<file path="config.mk">
export PLATFORM = sky130hd
export DESIGN_NAME = fpu_defer_ctrl
export DESIGN_NICKNAME = d
export VERILOG_FILES = /design/src/rtl/fdx_pkg.sv /design/src/rtl/fdx_queue.sv /design/src/rtl/fdx_gate.sv /design/src/rtl/fpu_defer_ctrl.sv
export SDC_FILE = /design/constraint.sdc
export NUM_CORES = 1
export LEC_CHECK = 0
export ABC_AREA = 1
export ABC_CLOCK_PERIOD_IN_PS = 7750
export BUFFER_PORTS_ARGS = -buffer_cell sky130_fd_sc_hd__buf_2
export CORE_UTILIZATION = 30
export CTS_BUF_LIST = sky130_fd_sc_hd__clkbuf_16
export CTS_CLUSTER_SIZE = 14
export DETAILED_ROUTE_END_ITERATION = 12
export SLEW_MARGIN = 20
export SYNTH_ARGS = -nofsm -noshare
export SYNTH_HDL_FRONTEND = slang
export SYNTH_SLANG_ARGS = --single-unit
</file>
<file path="constraint.sdc">
create_clock -name clk -period 7.75 [get_ports clk]
set_clock_uncertainty 0.1 [all_clocks]
set_input_delay 0.3875 -clock clk [delete_from_list [all_inputs] [get_ports clk]]
set_output_delay 0.3875 -clock clk [all_outputs]
set_load 0.005 [all_outputs]
</file>
<file path="src/rtl/fdx_pkg.sv">
package fdx_pkg;

    typedef enum logic [2:0] {
        CLS_NONFP = 3'd0,
        CLS_FOP   = 3'd1,
        CLS_FLD   = 3'd2,
        CLS_FST   = 3'd3,
        CLS_FBR   = 3'd4,
        CLS_LDFSR = 3'd5,
        CLS_STFSR = 3'd6,
        CLS_STQ   = 3'd7
    } fdx_cls_e;

    typedef enum logic [1:0] {
        ST_EXEC = 2'd0,
        ST_PEND = 2'd1,
        ST_EXCP = 2'd2
    } fdx_state_e;

    typedef enum logic [1:0] {
        VD_NONE     = 2'd0,
        VD_PASS     = 2'd1,
        VD_DISABLED = 2'd2,
        VD_FPEXC    = 2'd3
    } fdx_verdict_e;

    localparam int FTT_W = 3;
    localparam logic [FTT_W-1:0] FTT_NONE    = 3'd0;
    localparam logic [FTT_W-1:0] FTT_SEQ_ERR = 3'd4;

    typedef struct packed {
        fdx_verdict_e verdict;
        fdx_state_e   nxt;
        logic         push;
        logic         pop;
        logic         seq_err;
        logic         take_exc;
    } fdx_decision_t;

    function automatic logic is_fp(fdx_cls_e c);
        return c != CLS_NONFP;
    endfunction

    function automatic logic is_seq_sensitive(fdx_cls_e c);
        return (c == CLS_FOP) || (c == CLS_FLD) || (c == CLS_FBR) || (c == CLS_LDFSR);
    endfunction

endpackage

</file>
<file path="src/rtl/fdx_queue.sv">
module fdx_queue #(
    parameter int DEPTH = 4,
    parameter int ENT_W = 64
) (
    input  logic             clk,
    input  logic             rst,
    input  logic             push,
    input  logic             pop,
    input  logic [ENT_W-1:0] push_data,
    output logic [ENT_W-1:0] head,
    output logic             empty,
    output logic             last,
    output logic             ovf
);
    localparam int PTR_W = (DEPTH > 1) ? $clog2(DEPTH) : 1;
    localparam int CNT_W = $clog2(DEPTH + 1);

    logic [ENT_W-1:0] slot [DEPTH];
    logic [PTR_W-1:0] rd_ptr, wr_ptr;
    logic [CNT_W-1:0] cnt;
    logic             full, do_push, do_pop;

    assign full    = (cnt == CNT_W'(DEPTH));
    assign empty   = (cnt == '0);
    assign last    = (cnt == CNT_W'(1));
    assign do_push = push && !full;
    assign do_pop  = pop && !empty;
    assign head    = slot[rd_ptr];

    function automatic logic [PTR_W-1:0] nxt_ptr(logic [PTR_W-1:0] p);
        return (p == PTR_W'(DEPTH - 1)) ? '0 : p + PTR_W'(1);
    endfunction

    generate
        for (genvar i = 0; i < DEPTH; i++) begin : g_slot
            always_ff @(posedge clk) begin
                if (rst) begin
                    slot[i] <= '0;
                end else if (do_push && (wr_ptr == PTR_W'(i))) begin
                    slot[i] <= push_data;
                end
            end
        end
    endgenerate

    always_ff @(posedge clk) begin
        if (rst) begin
            rd_ptr <= '0;
            wr_ptr <= '0;
            cnt    <= '0;
            ovf    <= 1'b0;
        end else begin
            if (do_push) wr_ptr <= nxt_ptr(wr_ptr);
            if (do_pop)  rd_ptr <= nxt_ptr(rd_ptr);
            if (do_push && !do_pop)      cnt <= cnt + CNT_W'(1);
            else if (do_pop && !do_push) cnt <= cnt - CNT_W'(1);
            if (push && full) ovf <= 1'b1;
        end
    end
endmodule

</file>
<file path="src/rtl/fdx_gate.sv">
module fdx_gate
    import fdx_pkg::*;
(
    input  logic          in_valid,
    input  fdx_cls_e      cls,
    input  logic          fpu_en,
    input  logic          exc_raise,
    input  fdx_state_e    state,
    input  logic          q_empty,
    input  logic          q_last,
    output fdx_decision_t dec
);
    always_comb begin
        dec.verdict  = in_valid ? VD_PASS : VD_NONE;
        dec.nxt      = state;
        dec.push     = 1'b0;
        dec.pop      = 1'b0;
        dec.seq_err  = 1'b0;
        dec.take_exc = 1'b0;
        if (in_valid) begin
            if (is_fp(cls) && !fpu_en) begin
                dec.verdict = VD_DISABLED;
            end else begin
                if (state == ST_PEND && cls == CLS_FOP) begin
                    dec.verdict = VD_FPEXC;
                    dec.nxt     = ST_EXCP;
                    dec.push    = 1'b1;
                end else if (state == ST_EXCP && is_seq_sensitive(cls)) begin
                    dec.verdict = VD_FPEXC;
                    dec.nxt     = ST_PEND;
                    dec.seq_err = 1'b1;
                end
                if (cls == CLS_STQ && !q_empty) begin
                    dec.pop = 1'b1;
                    if (state == ST_EXCP && q_last) dec.nxt = ST_EXEC;
                end
            end
        end
        if (state == ST_EXEC && exc_raise) begin
            dec.nxt      = ST_PEND;
            dec.take_exc = 1'b1;
        end
    end
endmodule

</file>
<file path="src/rtl/fpu_defer_ctrl.sv">
module fpu_defer_ctrl
    import fdx_pkg::*;
#(
    parameter int ADDR_W  = 32,
    parameter int WORD_W  = 32,
    parameter int Q_DEPTH = 4
) (
    input  logic              clk,
    input  logic              rst,
    input  logic              in_valid,
    input  logic [2:0]        in_cls,
    input  logic [ADDR_W-1:0] in_pc,
    input  logic [WORD_W-1:0] in_word,
    input  logic              fpu_en,
    input  logic              exc_raise,
    input  logic [2:0]        exc_type,
    output logic              pass_pulse,
    output logic              disabled_trap,
    output logic              fpexc_trap,
    output logic [1:0]        fpu_state,
    output logic [2:0]        fsr_ftt,
    output logic              fsr_qne,
    output logic              q_overflow,
    output logic [ADDR_W-1:0] q_head_pc,
    output logic [WORD_W-1:0] q_head_word
);
    localparam int ENT_W = ADDR_W + WORD_W;

    fdx_state_e       state_q;
    fdx_decision_t    dec;
    logic             q_empty, q_last;
    logic [ENT_W-1:0] q_head;

    fdx_gate u_gate (
        .in_valid (in_valid),
        .cls      (fdx_cls_e'(in_cls)),
        .fpu_en   (fpu_en),
        .exc_raise(exc_raise),
        .state    (state_q),
        .q_empty  (q_empty),
        .q_last   (q_last),
        .dec      (dec)
    );

    fdx_queue #(.DEPTH(Q_DEPTH), .ENT_W(ENT_W)) u_queue (
        .clk      (clk),
        .rst      (rst),
        .push     (dec.push),
        .pop      (dec.pop),
        .push_data({in_pc, in_word}),
        .head     (q_head),
        .empty    (q_empty),
        .last     (q_last),
        .ovf      (q_overflow)
    );

    always_ff @(posedge clk) begin
        if (rst) begin
            state_q       <= ST_EXEC;
            fsr_ftt       <= FTT_NONE;
            pass_pulse    <= 1'b0;
            disabled_trap <= 1'b0;
            fpexc_trap    <= 1'b0;
        end else begin
            state_q       <= dec.nxt;
            pass_pulse    <= (dec.verdict == VD_PASS);
            disabled_trap <= (dec.verdict == VD_DISABLED);
            fpexc_trap    <= (dec.verdict == VD_FPEXC);
            if (dec.seq_err)       fsr_ftt <= FTT_SEQ_ERR;
            else if (dec.take_exc) fsr_ftt <= exc_type;
        end
    end

    assign fpu_state   = state_q;
    assign fsr_qne     = !q_empty;
    assign q_head_pc   = q_head[ENT_W-1:WORD_W];
    assign q_head_word = q_head[WORD_W-1:0];
endmodule

</file>
==> results.md, run 1 <==
- WL final: 30,400 um
- CP startpoint kind: register
- Die height: 201 um
- Diode count: 0
- Core area: roughly 39,000 um2
- Area Overhead vs Synth: 17.5%
- Tcrit/Tclk final: 46.6%
- Post-synth top area share: about 65%
- # resized after CTS: 0
- # IOs: 149
- Hold_ws: 0.0151 ns
- DR vias: 8,318
- RSZ-0062 raised after global routing: false
- Yosys cell types: 29
- Sequential fraction of the synthesis area: between 60 and 70%
- Synth area leader: edfxtp_1
- Drt pass-1 iters: 5
- Nets: 1,298
- Clk pin slew, worst setup/hold paths: 0.06 ns
- Iter 0 DRT Violations: between 600 and 700
- Placer Congestion: 0.761
- CP Data Required Time: between 7 and 8 ns
- Slew Limit Fails: 0
- Flop and latch count out of synthesis: 274
- Final ANT Viol Nets: 0
- Routed vias/inst: 4.74
- Starting Density: a little under a third
- Vias in the first global route: 8,175
- Crit path time final: ~3.6 ns
- Largest net degree at the start of global routing: 76
- Mean post-synth cell area: 10.8 um2
- Count of maximum capacitance violations: 0
- # Post-CTS Setup Buffers: 0
- Proportion of layout cells with a drive suffix above 1: about 18%
- Clock Sinks: 274
- GR Overflow Total: 0
- Critical Path AT: around 3.1 ns
- Worst min path class: input port to register
- Num CTS Buffers: 30
- Worst slew pin tran: 1.07 ns
- Routed len/inst: 17.3 um
- Die area: roughly 40,000 um2
- Lkg Pwr: 0.00576 uW
- First-pass GRT wire length: 46,400 um
- Initial antenna violation count: 3
- Fmax: around 280 MHz
- Top cells by area, synth: edfxtp_1 65%, nor2_1 12%, o21ai_0 5.6%
- Rows: 72
- CP Max Fanout: 65
- Hold_buf cts: 0
- Final hold vios: 0
- I/O Buffers: 148
- Clock root buffer: clkbuf_16
- Reg2reg setup slack: 4.75 ns
- Clk buf depth: 3
- Net count after synthesis: approximately 1,200
- Mapped Cells: 1,098
- Setup violators final: 0
- Worst VDD drop: 167 uV
- Status: completed
- Setup TNS: 0 ns
- Slew HR: around 29%
- CTS tree: built
- Overall Global Routing Usage: about 15%
- H-tree Lvls: 1
- Die X: roughly 200 um
- Critical path class: register to output pin
- Dpl hpwl: 16,900 um
- Critical Path Sink Type: output pin
- Mapped Area: 11,900 um2
- Syn. warnings: 0
- Drt drc: 0
- Pwr/cell area: ~230 nW/um2
- Worst-Skew Late Latency: 0.55 ns
-- worst max-delay path, stage by stage (launching register included) --
cell and delay, ns:
dfxtp_2 0.31, buf_4 0.53, clkinv_2 0.99, o21ai_0 0.32, o22ai_1 0.19, buf_2 0.17
-- cells in the final DEF, fill, tap and decap left out, types with 2 or more instances in the layout --
cell / synthesis / layout
buf_4: 0 / 3
o22ai_1: 64 / 64
nand2_4: 2 / 6
o21ai_0: 133 / 133
nand3_4: 3 / 4
ha_1: 10 / 10
nor2_2: 4 / 4
buf_2: 3 / 148
edfxtp_1: 256 / 256
a21oi_1: 13 / 13
clkinv_2: 0 / 7
nand4_1: 2 / 2
clkbuf_16: 0 / 30
bufinv_16: 0 / 5
clkinvlp_4: 0 / 2
nand2_1: 32 / 28
nor2_1: 394 / 394
dfxtp_1: 18 / 16
clkinv_1: 2 / 6
nand3_1: 3 / 3
inv_1: 84 / 88
-- through the flow --
| stage | area (um2) | power, uW | utilization [%] | setup slack, ns | instances |
|---|---|---|---|---|---|
| 4_1_cts | 13900 | 3300 | 35.9 | 4.22 | 1755 |
| 5_1_grt | 13900 | 3370 | 35.9 | 3.91 | 1755 |
| 3_5_place_dp | 12900 | 1840 | 33.3 | 4.71 | 1699 |
| 3_3_place_gp | 12900 | 1840 | 33.3 | 4.83 | 1699 |
| 6_report | 13900 | 3270 | 35.9 | 4.14 | 1755 |
| 2_1_floorplan | 11900 | 1770 | - | 4.63 | 1098 |
-- sequential cells by signal (all words and copies together), names as in the netlist, named ones only --
register and flops:
disabled_trap 1, fpexc_trap 1, fpu_state 2, fsr_ftt 3
pass_pulse 1, u_queue.cnt 3, u_queue.ovf 1, u_queue.rd_ptr 2
u_queue.slot 256, u_queue.wr_ptr 2
-- layout make-up --
cell class	instances	area, um2
fillers	3899	24900
flip-flops and latches	274	8050
multi-input cells	670	3120
repair buffers	151	763
clock buffers	30	751
well taps	518	648
inverters	86	327
clock inverters	26	267
-- layer usage --
layer  vias up  track usage (%)  wire (um)
met4         6             2.94        537
met2       256             24.6      14300
met3        44             3.07       1910
li1       3968                -          -
met5         -                0         39
met1      4044             19.8      13600
-- cell usage after synthesis --
library cell,number
nor2_1,394
edfxtp_1,256
o21ai_0,133
inv_1,84
o22ai_1,64
clkbuf_1,45
nand2_1,32
buf_6,19
dfxtp_1,18
a21oi_1,13
ha_1,10
nor2_2,4
buf_2,3
nand3_1,3
nand3_4,3
clkinv_1,2
nand2_4,2
nand4_1,2
buf_1,1
mux2i_1,1
nand2_2,1
nand3_2,1
nand4_4,1
nor2_4,1
nor3_1,1
nor3_4,1
o211ai_1,1
o21a_1,1
xnor2_1,1
-- cell families (layout without fill, tap and decap cells) --
kind of cell,count (synthesis),in the layout,share of synthesized area (%)
XOR/XNOR,1,1,0.0739
AND/OR/NAND/NOR,446,446,15.2
flip-flops,274,274,67.9
buffers and inverters,154,293,6.11
AO/OA/AOI/OAI,212,212,9.66
adder cells (fa/ha/maj),10,10,1.06
multiplexers,1,1,0.0844
-- report_power, final --
part,leakage (uW),internal (uW),switching [uW]
sequential,0.00279,1660,13.4
combinational,0.00245,38.7,94.0
clock,0.000514,872,590
total,0.00576,2570,697
-- worst paths after layout --
| check | start | cells after the start | to |
|---|---|---|---|
| setup / recovery | register | 5 | q_head_pc[30] |
| hold / removal | exc_type[2] | 3 | fsr_ftt[2] |
| setup reg to reg | u_queue.cnt[0] | 7 | u_queue.slot[0][44] |
| hold reg to reg | fsr_ftt[0] | 2 | fsr_ftt[0] |
Power figures use the tool's default switching activity.
==> run 2, diff against run 1 <==
Settings changed: ABC_CLOCK_PERIOD_IN_PS 7750 to 3500.
Clock period 7.75 ns to 3.5 ns, I/O delays scaled along.
==> run 2 against run 1 <==
  * Sequential power increased by 120%
  * Cell count increased by 5.6%
  * Non-clock buffer count up 96
  * Cell area grew 7.0%
  * Largest power group unchanged
==> results.md, run 2 (synthesis results as in run 1) <==
- Largest Register: u_queue.slot (unchanged)
- Initial antenna violation count: 1 (was 3)
- H-tree Lvls: 1 (unchanged)
- Hold_ws: 0.0313 ns (was 0.0151 ns)
- Drt drc: 0 (unchanged)
- Crit path time final: 3.02 ns
- Worst-Skew Late Latency: 0.55 ns (about the same)
- Lkg Pwr: 0.00620 uW (was 0.00576 uW)
- Clock root buffer: clkbuf_16 (unchanged)
- DR vias: 8,699 (was 8,318)
- Largest registers: u_queue.slot: 256 flops, fsr_ftt: 3 flops, u_queue.cnt: 3 flops (unchanged)
- Overall Global Routing Usage: 15.0% (was 14.7%)
- Routed vias/inst: 4.69 (was 4.74)
- Critical Path AT: 2.75 ns (was 3.12 ns)
- Placer Congestion: 0.782 (was 0.761)
- Commonest non-fill, non-tap cells in the layout: 394 x nor2_1, 256 x edfxtp_1, 148 x buf_2 (unchanged)
- Sequential share of power: 50.7% (was 51.2%)
- Core area: 38,800 um2 (unchanged)
- Diode count: 0 (unchanged)
- Sequential cell area: 8050 um2 (unchanged)
- Rows: 72 (unchanged)
- Clk pin slew, worst setup/hold paths: 0.06 ns (about the same)
- Max reg flops: 256 (unchanged)
- Die area: 40,300 um2 (unchanged)
- Iter 0 DRT Violations: 556 (was 643)
- # placed instances: 1,714 (was 1,699)
- Combinational share of power: 5.2% (was 4.1%)
- Critical path class: register to output pin (unchanged)
- Tcrit/Tclk final: 86.4%
- CP Max Fanout: 105 (was 65)
- Net Sw Frac: 21.4% (was 21.3%)
- Dpl hpwl: 18,200 um (was 16,900 um)
- CTS tree: built (unchanged)
- Worst VDD drop: 324 uV (was 167 uV)
- Fillers: 3,802 (was 3,899)
- CP bufs+invs: 3 (unchanged)
- Worst min path class: input port to register (unchanged)
- Proportion of layout cells with a drive suffix above 1: 17.8% (was 17.7%)
- Clock Sinks: 274 (unchanged)
- GR Overflow Total: 0 (unchanged)
- Final Power: 7310 uW (was 3270 uW)
- Starting Density: 30.5% (unchanged)
- RSZ-0062 raised after global routing: false (unchanged)
- Setup TNS: 0 ns (unchanged)
- Count of maximum capacitance violations: 0 (unchanged)
- Critical Path Sink Type: output pin (unchanged)
- Non-filler cells, final: 1,853 (was 1,755)
- CP Data Required Time: 3.22 ns (was 7.26 ns)
- Largest net degree at the start of global routing: 106 (was 76)
- Pwr/cell area: 491 nW/um2 (was 235 nW/um2)
- Multi-input gate area: 3120 um2 (unchanged)
- Die X: 201 um (unchanged)
- I/O Buffers: 148 (unchanged)
- Worst slew pin tran: 1.07 ns (about the same)
- Setup violators final: 0 (unchanged)
- Area Overhead vs Synth: 25.7% (was 17.5%)
- Slew HR: 29.0% (was 28.8%)
- First-pass GRT wire length: 47,700 um (was 46,400 um)
- NetSw: 1570 uW (was 697 uW)
- WL final: 30,600 um (was 30,400 um)
- CP delay by family, top: buffers and inverters (unchanged)
- Cell Chain, Critical Path: inv_4 -> buf_4 -> o21ai_0 -> o22ai_1 -> buf_2 (was buf_4 -> clkinv_2 -> o21ai_0 -> o22ai_1 -> buf_2)
- Pint: 5750 uW (was 2570 uW)
- Clk buf depth: 3 (unchanged)
- Slowest cell on the critical path: inv_4 (was clkinv_2)
- Die height: 201 um (unchanged)
- Status: completed (unchanged)
- Clock power share: 44.2% (was 44.7%)
- Final ANT Viol Nets: 0 (unchanged)
- Placed inst area: 13,100 um2 (was 12,900 um2)
- Most common cell after layout, fill and taps aside: nor2_1 (unchanged)
- Fmax: roughly 330 MHz
- Largest stage delay, worst path: 0.82 ns (was 0.99 ns)
- Slew Limit Fails: 0 (unchanged)
- Post-Layout Inst Area: 14,900 um2 (was 13,900 um2)
- Final hold vios: 0 (unchanged)
- Nets: 1,395 (was 1,298)
- CP startpoint kind: register (unchanged)
- Num CTS Buffers: 31 (was 30)
- # IOs: 149 (unchanged)
- Routed len/inst: 16.5 um (was 17.3 um)
- Vias in the first global route: 8,642 (was 8,175)
- Drt pass-1 iters: 5 (unchanged)
- # resized after CTS: 0 (unchanged)
[run 2: cell types whose count changed in the layout (fill, tap and decap cells not counted), moves of 2 or more]
| cell | before | now |
|---|---|---|
| inv_1 | 88 | 86 |
| buf_4 | 3 | 14 |
| dlygate4sd3_1 | 0 | 81 |
| buf_12 | 0 | 4 |
| inv_8 | 0 | 2 |
| clkinv_2 | 7 | 10 |
[run 2: metal layers]
| layer | wire length, um | up-vias | share of wire [%] | GRT usage [%] |
|---|---|---|---|---|
| met5 | 10 | - | 0.033 | 0 |
| met4 | 707 | 2 | 2.3 | 4.25 |
| met3 | 1440 | 50 | 4.7 | 2.14 |
| met2 | 14600 | 228 | 48 | 25.1 |
| met1 | 13900 | 4256 | 45 | 20.2 |
| li1 | - | 4163 | - | - |
[run 2: stage by stage]
step / util (%) / setup slack (ns)
6_report: 38.4 / 0.475
5_1_grt: 38.4 / 0.192
4_1_cts: 38.4 / 0.379
3_5_place_dp: 33.7 / 0.914
3_3_place_gp: 33.7 / 0.977
2_1_floorplan: - / 0.380
[run 2: worst paths after layout]
check               startpoint            endpoint  slack, ns  cells after the start
min                     fpu_en          fpexc_trap       0.03                      5
max                   register        q_head_pc[0]       0.48                      5
max reg2reg     u_queue.cnt[0]  u_queue.slot[1][3]       0.94                      8
min reg2reg  u_queue.rd_ptr[1]            register       0.39                      2
[run 2: power groups by stage]
stage	clock, uW	sequential [uW]	combinational, uW
finish	3230	3710	378
global route	3430	3710	416
CTS	3320	3710	386
detailed placement	0	3770	315
global placement	0	3770	312
floorplan	0	3780	142
[run 2: worst min-delay path, cell delays in order]
cell and delay, ns:
buf_2 0.10, inv_1 0.10, a21oi_1 0.14, nand2_1 0.09, a21oi_1 0.04
[run 2: repair_timing]
item                                   4_1_cts  5_1_grt
endpoints found under the hold margin      272        0
hold buffers                                81        0
buffers inserted                             0        0
[run 2: area by class of cell]
type | instances | share of cell area, %
inverters | 86 | 2.18
clock inverters | 27 | 1.66
multi-input cells | 670 | 21.0
flip-flops and latches | 274 | 54.0
repair buffers | 247 | 11.6
well taps | 518 | 4.35
clock buffers | 31 | 5.20
==> run 3, diff against run 2 <==
Settings changed: CELL_PAD_IN_SITES_DETAIL_PLACEMENT set to 0, CELL_PAD_IN_SITES_GLOBAL_PLACEMENT set to 1, MAX_ROUTING_LAYER set to met4, PLACE_DENSITY_LB_ADDON set to 0.1.
==> run 3 against run 2 <==
  * Routed wire length is 7.2% higher
  * Hold slack got worse by 0.0054 ns
  * Combinational power about the same
  * Sequential power about the same
  * Via count down 1.8%
  * Die area did not move
  * Worst setup slack improved by 0.17 ns
  * Cell area is 0.17% higher
  * First-iteration DRC count fell by 21%
  * Maximum frequency up 5.9%
  * Register-to-register slack got worse by 0.06 ns
  * Largest power group unchanged
==> results.md, run 3 (synthesis results as in run 1) <==
- GR Overflow Total: 0 (unchanged)
- Final ANT Viol Nets: 0 (unchanged)
- H-tree Lvls: 2 (was 1)
- Setup TNS: 0 ns (unchanged)
- Clock root buffer: clkbuf_16 (unchanged)
- Crit path time final: 2.86 ns (was 3.02 ns)
- Placer Congestion: 0.726 (was 0.782)
- Final hold vios: 0 (unchanged)
- Slew HR: 54.6% (was 29.0%)
- Area Overhead vs Synth: 25.9% (was 25.7%)
- Pwr/cell area: 485 nW/um2 (was 491 nW/um2)
- Worst-Skew Late Latency: 0.50 ns (was 0.55 ns)
- WL met3: 1090 um (was 1440 um)
- Drt pass-1 iters: 4 (was 5)
- Routed len/inst: 17.7 um (was 16.5 um)
- Clock Sinks: 274 (unchanged)
- Hold Startpoint: exc_raise (was fpu_en)
- Vias in the first global route: 8,794 (was 8,642)
- Status: completed (unchanged)
- Core area: 38,800 um2 (unchanged)
- Dpl hpwl: 19,100 um (was 18,200 um)
- Proportion of layout cells with a drive suffix above 1: 17.9% (was 17.8%)
- Max reg flops: 256 (unchanged)
- DR WL met2: 15,900 um (was 14,600 um)
- Clk buf depth: 3 (unchanged)
- Die height: 201 um (unchanged)
- Overall Global Routing Usage: 16.9% (was 15.0%)
- WL final: 32,800 um (was 30,600 um)
- Critical path class: register to output pin (unchanged)
- Critical Path AT: 2.58 ns (was 2.75 ns)
- Routed vias/inst: 4.61 (was 4.69)
- # IOs: 149 (unchanged)
- Post-route met1 wirelength: 15,300 um (was 13,900 um)
- Die X: 201 um (unchanged)
- RSZ-0062 raised after global routing: false (unchanged)
- Drt drc: 0 (unchanged)
- Max Used Layer: met4 (was met5)
- Final worst slack: 0.643 ns (was 0.475 ns)
- Iter 0 DRT Violations: 442 (was 556)
- Initial antenna violation count: 1 (unchanged)
- Worst min path class: input port to register (unchanged)
- I/O Buffers: 148 (unchanged)
- Critical Path Sink Type: output pin (unchanged)
- Largest Register: u_queue.slot (unchanged)
- Lkg Pwr: 0.00621 uW (was 0.00620 uW)
- First-pass GRT wire length: 51,000 um (was 47,700 um)
- Largest registers: u_queue.slot: 256 flops, fsr_ftt: 3 flops, u_queue.cnt: 3 flops (unchanged)
- RR Startpoint: u_queue.cnt[0] (unchanged)
- Fmax: 350 MHz (was 331 MHz)
- Non-filler cells, final: 1,852 (was 1,853)
- Most common cell after layout, fill and taps aside: nor2_1 (unchanged)
- Rows: 72 (unchanged)
- Nets: 1,400 (was 1,395)
- Clk pin slew, worst setup/hold paths: 0.05 ns (was 0.06 ns)
- Count of maximum capacitance violations: 0 (unchanged)
- Starting Density: 30.5% (unchanged)
- CTS tree: built (unchanged)
- Tcrit/Tclk final: 81.6% (was 86.4%)
- CP Max Fanout: 40 (was 105)
- Slew Limit Fails: 0 (unchanged)
- Setup violators final: 0 (unchanged)
- Worst VDD drop: 273 uV (was 324 uV)
- CP startpoint kind: register (unchanged)
- Worst slew pin tran: 0.681 ns (was 1.07 ns)
- Pre-CTS setup slack: 0.834 ns (was 0.914 ns)
- Util after Layout: 38.5% (was 38.4%)
- Num CTS Buffers: 34 (was 31)
- DR vias: 8,540 (was 8,699)
- # placed instances: 1,722 (was 1,714)
- Die area: 40,300 um2 (unchanged)
- Largest net degree at the start of global routing: 65 (was 106)
- CP Data Required Time: 3.22 ns (about the same)
- Commonest non-fill, non-tap cells in the layout: 394 x nor2_1, 256 x edfxtp_1, 148 x buf_2 (unchanged)
[run 3: path summary, 6_finish.rpt]
| path | cells after the start | endpoint | slack [ns] |
|---|---|---|---|
| worst max-delay path | 4 | q_head_pc[29] | 0.64 |
| worst min-delay path | 3 | fpu_state[0] | 0.03 |
| worst max register to register | 8 | u_queue.slot[2][5] | 0.88 |
| worst min register to register | 2 | fsr_ftt[1] | 0.36 |
[run 3: through the flow]
step,area [um2],total power [uW],hold WS (ns)
detailed placement,13200,4100,0.353
global route,14900,7480,0.0260
CTS,14900,7350,0.00582
global placement,13200,4100,0.356
finish,14900,7240,0.0260
floorplan,11900,3920,0.216
[run 3: what timing repair did]
action | 4_1_cts | 5_1_grt
hold buffers | 75 | 0
resized for setup | 0 | 0
hold endpoints to repair | 269 | 0
buffers inserted | 0 | 0
[run 3: critical path, cell delays in order, from the launching register on]
cell and delay [ns]:
dfxtp_2 0.75, buf_4 0.56, o21ai_0 0.20, o22ai_1 0.36
buf_2 0.19
[run 3: area by class of cell]
class | count | area, um2
Multi-Input combinational cell | 670 | 3120
Clock inverter | 20 | 133
Antenna cell | 1 | 2.50
Inverter | 86 | 325
Clock buffer | 34 | 851
Timing Repair Buffer | 249 | 1800
Fill cell | 3900 | 23900
Sequential cell | 274 | 8050
Tap cell | 518 | 648
[run 3: power breakdown]
part	internal, uW	switching [uW]	total, uW
clock network	1830	1330	3160
registers	3680	28.8	3710
logic	155	220	375
total	5670	1580	7240
[run 3: routing by layer]
layer / global-route usage (%) / vias to the layer above
li1: - / 4170
met5: - / -
met4: 4.01 / 0
met3: 2.24 / 49
met1: 21.9 / 4176
met2: 28.0 / 145
